$ cat src/rtl/pretrig_delay_fifo.sv
module pretrig_delay_fifo #(
  parameter int DATA_W = 16,
  parameter int ADDR_W = 13
) (
  input  logic              clk,
  input  logic              rst,
  input  logic [DATA_W-1:0] in_data,
  input  logic              in_valid,
  input  logic [ADDR_W:0]   depth,
  output logic [DATA_W-1:0] out_data,
  output logic              out_valid,
  output logic [ADDR_W-1:0] ram_wr_addr,
  output logic              ram_wr_en,
  output logic [DATA_W-1:0] ram_wr_data,
  output logic [ADDR_W-1:0] ram_rd_addr,
  input  logic [DATA_W-1:0] ram_rd_data
);

  localparam logic [ADDR_W:0] LEN = {1'b1, {ADDR_W{1'b0}}};

  logic [ADDR_W:0]   depth_q, depth_eff, fill;
  logic [ADDR_W-1:0] wr_ptr;
  logic              chg, byp, full, acc;
  logic              p1_v, p1_byp;
  logic [DATA_W-1:0] p1_d;

  assign depth_eff   = (depth_q > LEN) ? LEN : depth_q;
  assign chg         = depth != depth_q;
  assign byp         = depth_eff == '0;
  assign full        = fill == depth_eff;
  assign acc         = in_valid && !chg;

  assign ram_wr_en   = acc && !byp;
  assign ram_wr_addr = wr_ptr;
  assign ram_wr_data = in_data;
  assign ram_rd_addr = wr_ptr - depth_eff[ADDR_W-1:0];

  always_ff @(posedge clk) begin
    if (rst) begin
      depth_q   <= depth;
      wr_ptr    <= '0;
      fill      <= '0;
      p1_v      <= 1'b0;
      p1_byp    <= 1'b0;
      p1_d      <= '0;
      out_valid <= 1'b0;
      out_data  <= '0;
    end else begin
      depth_q <= depth;
      if (chg) begin
        wr_ptr <= '0;
        fill   <= '0;
      end else if (in_valid) begin
        wr_ptr <= wr_ptr + 1'b1;
        if (!full) fill <= fill + 1'b1;
      end
      p1_v   <= acc && full;
      p1_byp <= byp;
      if (acc) p1_d <= in_data;
      out_valid <= p1_v && !chg;
      if (p1_v) out_data <= p1_byp ? p1_d : ram_rd_data;
    end
  end

endmodule


$ cat config.mk
export PLATFORM = sky130hd
export DESIGN_NAME = pretrig_delay_fifo
export DESIGN_NICKNAME = d
export VERILOG_FILES = /design/src/rtl/pretrig_delay_fifo.sv
export SDC_FILE = /design/constraint.sdc
export NUM_CORES = 1
export LEC_CHECK = 0
export BUFFER_PORTS_ARGS = -buffer_cell sky130_fd_sc_hd__buf_2
export CAP_MARGIN = 20
export CORE_ASPECT_RATIO = 1.25
export CORE_MARGIN = 2
export CORE_UTILIZATION = 57
export CTS_CLUSTER_SIZE = 40
export DETAILED_ROUTE_END_ITERATION = 8
export GPL_ROUTABILITY_DRIVEN = 1
export MAX_ROUTING_LAYER = met4
export PLACE_DENSITY = 0.86
export SETUP_SLACK_MARGIN = 0.15
export SLEW_MARGIN = 40
export SYNTH_ARGS = -nofsm -noshare
export SYNTH_HDL_FRONTEND = slang
export SYNTH_SLANG_ARGS = --single-unit
$ cat constraint.sdc
create_clock -name clk -period 9.9 [get_ports clk]
set_clock_uncertainty 0.1 [all_clocks]
set_input_delay 2.97 -clock clk [delete_from_list [all_inputs] [get_ports clk]]
set_output_delay 2.97 -clock clk [all_outputs]
set_load 0.01 [all_outputs]
# Yosys cells after proc, flatten, opt, wreduce, memory -nomap -nowiden
# Index checks and enable logic that the tools add are counted.
[classes] addsub=3 n_reduce_logical=9 magnitude_cmp=1 n_mux=2 n_eq_ne=2 bitwise_logic=1
[ops] cell="16-bit two-way mux" count=1
[ops] cell="14-bit by 1-bit adder with 14-bit output (second input constant)" count=1
[ops] cell="14-bit == test" count=1
[ops] cell="14-bit > comparator (second input constant)" count=1
[ops] cell="14-bit logical NOT" count=1
[ops] cell="14-bit two-way mux" count=1
[ops] cell="14-bit inequality test" count=1
[ops] cell="13-bit by 1-bit adder with 13-bit output (second input constant)" count=1
[ops] cell="13-bit subtractor" count=1
[ops] cell="1-bit logical AND" count=4
[ops] cell="1-bit logical NOT" count=2
[ops] cell="2-bit AND reduction" count=1
[ops] cell="2-bit OR reduction" count=1
[ops] cell="1-bit inverter" count=1
[totals] wordCells=26 inputBits=49 register_bits=76 output_inout_bits=60

# Depth between registers and ports, before layout
[depth] ltp_word=5 mapped_depth=13

# Worst setup path before layout
# Ideal clock, no wire load.
[synth_timing] path_type="input-to-output" startpoint="in depth[9]" endpoint="out ram_wr_en" required_ps=6830 stages=7 slack_ps=2508 arrival_time_ps=4322 path_cell_list="xor2_1 nor4_1 nand3_1 nor3_1 nand2_2 buf_2 nor2_1"
[synth_via] elab_chain_len=4
[synth_lines] item="start: declaration" line_no="9" rtl="input logic [ADDR_W:0] depth,"
[synth_lines] item="14-bit inequality test" line_no="28" rtl="assign chg = depth != depth_q;"
[synth_lines] item="1-bit logical NOT" line_no="31" rtl="assign acc = in_valid && !chg;"
[synth_lines] item="1-bit logical AND" line_no="31"
[synth_lines] item="1-bit logical AND" line_no="33" rtl="assign ram_wr_en = acc && !byp;"
[synth_lines] item="end: declaration" line_no="13" rtl="output logic ram_wr_en,"
# Every way passes these cells.

# Worst setup path in the final report
# Same ends and word-level chain as after synthesis.

==> reports/metrics.cfg <==
[synthesis]
yosys.area_share.adder_pct=4.74
synth-simple-area-share_pct=20.6
ys_types=51
synthMuxAreaShare_pct=8.26
synth_area_per_cell_sq_um=8.86
netlist_area_sq_um=4120
synth_nets=529
synth_compound_area_share_pct=12.0
synth_top_area_share_pct=36.9
synth-xor-area-share_pct=10.6
synth_flop_cell=dfxtp_1
synth_common_cells=79 x nor2_1, 76 x dfxtp_1, 37 x xnor2_1
synth-edff-count=0
synth_top_family_by_area=simple AND/OR/NAND/NOR gates
synth_top_area_cell=dfxtp_1
async_flop_share_pct=0
synth_cells=465
yosys_register_bits=76
yosysWarnings=0
yosysMostFrequentCell=nor2_1
synthTopCellsByArea=dfxtp_1 37%, mux2i_1 8.3%, xnor2_1 7.9%, nor2_1 7.2%, ha_1 4.3%
ys_seq_area_share_pct=36.9

[sta]
fmax_ghz=0.125
rsz0062_at_grt=no
finalSetupViolations=0
hold_viol_final=0
relSlewSlack_pct=49.5
slew_violations=0
fin_crit_ns=8.03
tns_ns=0
post-route-period-util_pct=81.1
tightest_slew_ns=0.752
whs_ns=0.387

[clocking]
insertion_delay_ns=0.35
h-tree-depth=3
cts-resized-gates=0
cts_buffers=9
clk_path_buf_depth=2
cts_tree=yes
clkSlewWorstSetupHoldPaths_ns=0.08
cts_setup_buffers=0
clock_sinks=76
cts_root_buffer=clkbuf_8
hold_buffers=0

[pwr]
p_leak_nw=1.96
power.density_nw_per_um2=134
vdd_drop_max_mv=0.142

[die]
die_height_microns=99.1
die_area_sq_um=7930
rows=34
io_pins=109
core_sq_um=6980
initial_core_util_pct=59.1
fp.dieW_microns=80.1

[routing]
route.vias.total=3606
final_antenna_net_count=0
drt_iter0_drc=230
drt_wl_total_mm=9.39
avgViaCountPerCell=5.63
first_pass_iters=5
routedWlPerCell_microns=14.7
drc=0

[setup_path]
endpoint_kind=primary output
crit_buf_inv=2
cp_slowest_cell=nand2_2
worst-r2r-setup-slack_ns=7.30
cpPeakStageDelay_ns=0.45
cpMostUsedCell=buf_2
start_kind=input port
worstPathArrival_ns=4.96
cp_cell_sequence=buf_2 -> xor2_1 -> nor4_1 -> nand3_1 -> nor3_1 -> nand2_2 -> nor2_1 -> buf_2
path_max_fanout=18
critPathKind=in2out
cp_top_family=simple AND/OR/NAND/NOR gates
required_ns=6.83

[flow_run]
cap_violations=0

[global_route]
grt_overflow=0
grt_start_max_net_pins=36
grt_antenna_before_repair=1
grt.total_usage_pct=24.9
grt_pass1_wl_mm=15.4
first_global_vias=3390

[final_layout]
drive_gt1_share_pct=24.5
num-fill-cells=556
layout-area-overhead-vs-synth_pct=16.0
nets=609

[place]
dpl.hpwl_mm=6.99
io_buffers=108
place.gp.congestion=0.878

[worst_hold_path]
hold_class=reg2reg

[status]
status=finished, final reports clean

final timing paths:
path	startpoint	endpoint	depth (start not counted)
setup / recovery	depth[9]	ram_wr_en	8
hold / removal	out_data[6]$_SDFFE_PP0P_	out_data[6]$_SDFFE_PP0P_	2
setup reg to reg	depth_q[9]$_DFF_P_	fill[4]$_SDFFE_PP0P_	7
hold reg to reg	out_data[6]$_SDFFE_PP0P_	out_data[6]$_SDFFE_PP0P_	2
through the flow:
| step | instances | setup WS (ns) | cell area (sq um) | total power (W) | util (%) |
|---|---|---|---|---|---|
| after floorplan | 465 | 2.51 | 4120 | 0.000363 | - |
| final | 641 | 1.87 | 4780 | 0.000642 | 68.5 |
| after global routing | 641 | 1.78 | 4780 | 0.000666 | 68.5 |
| after CTS | 640 | 1.89 | 4780 | 0.000645 | 68.5 |
| after detailed placement | 624 | 1.90 | 4550 | 0.000385 | 65.3 |
| after global placement | 624 | 1.99 | 4540 | 0.000382 | 65.1 |
routing by layer:
| layer | routed length, microns | GRT usage [%] |
|---|---|---|
| met5 | 0 | - |
| met4 | 175 | 6.39 |
| met3 | 627 | 5.59 |
| met2 | 4830 | 43.9 |
| met1 | 3760 | 28.1 |
layout make-up:
cell class                      instances  area (sq um)  share of cell area [%]
Clock buffer                            9           124                    2.59
Antenna cell                            1          2.50                  0.0524
Multi-Input combinational cell        338          2330                    48.7
Tap cell                               90           113                    2.36
Sequential cell                        76          1520                    31.9
Clock inverter                          7           100                    2.09
Timing Repair Buffer                  109           548                    11.5
Inverter                               11          41.3                   0.864
cell families (layout without fill, tap and decap cells):
family	Yosys count	after routing
compound gates	66	66
xor+xnor	50	50
fa+ha+maj	15	15
buf+inv	51	136
flops	76	76
mux	34	34
other cells	0	1
simple gates	173	173
state kept, by name, indices dropped and copies added (netlist names):
| signal | count |
|---|---|
| out_data | 16 |
| p1_d | 16 |
| depth_q | 14 |
| fill | 14 |
| ram_wr_addr | 13 |
| out_valid | 1 |
| p1_byp | 1 |
| p1_v | 1 |
worst min-delay path, cell delays in order (launching register included):
cell and delay [ns]:
dfxtp_1 0.31, nor2_1 0.08, a211oi_1 0.05
cells in the final DEF (no fill, tap or decap), types with 6 or more instances in the layout:
master,netlist,layout
xnor2_1,37,37
nand4_1,10,10
inv_1,11,11
and3_1,6,6
a21oi_1,14,14
ha_1,14,14
nand2_1,21,21
nor2b_1,7,7
clkbuf_8,0,9
nor2_1,79,79
o21ai_0,8,8
buf_2,4,108
xor2_1,13,13
dfxtp_1,76,74
a211oi_1,21,21
nand2b_1,16,15
nand3b_1,6,6
mux2i_1,34,34
report_power, final:
group / switching, W / total [W] / internal [W]
Clock: 0.000121 / 0.000264 / 0.000143
Combinational: 0.0000339 / 0.0000643 / 0.0000304
Sequential: 0.00000514 / 0.000314 / 0.000308
Total: 0.000160 / 0.000642 / 0.000482
Note: power is estimated with default switching activity, not from simulation.
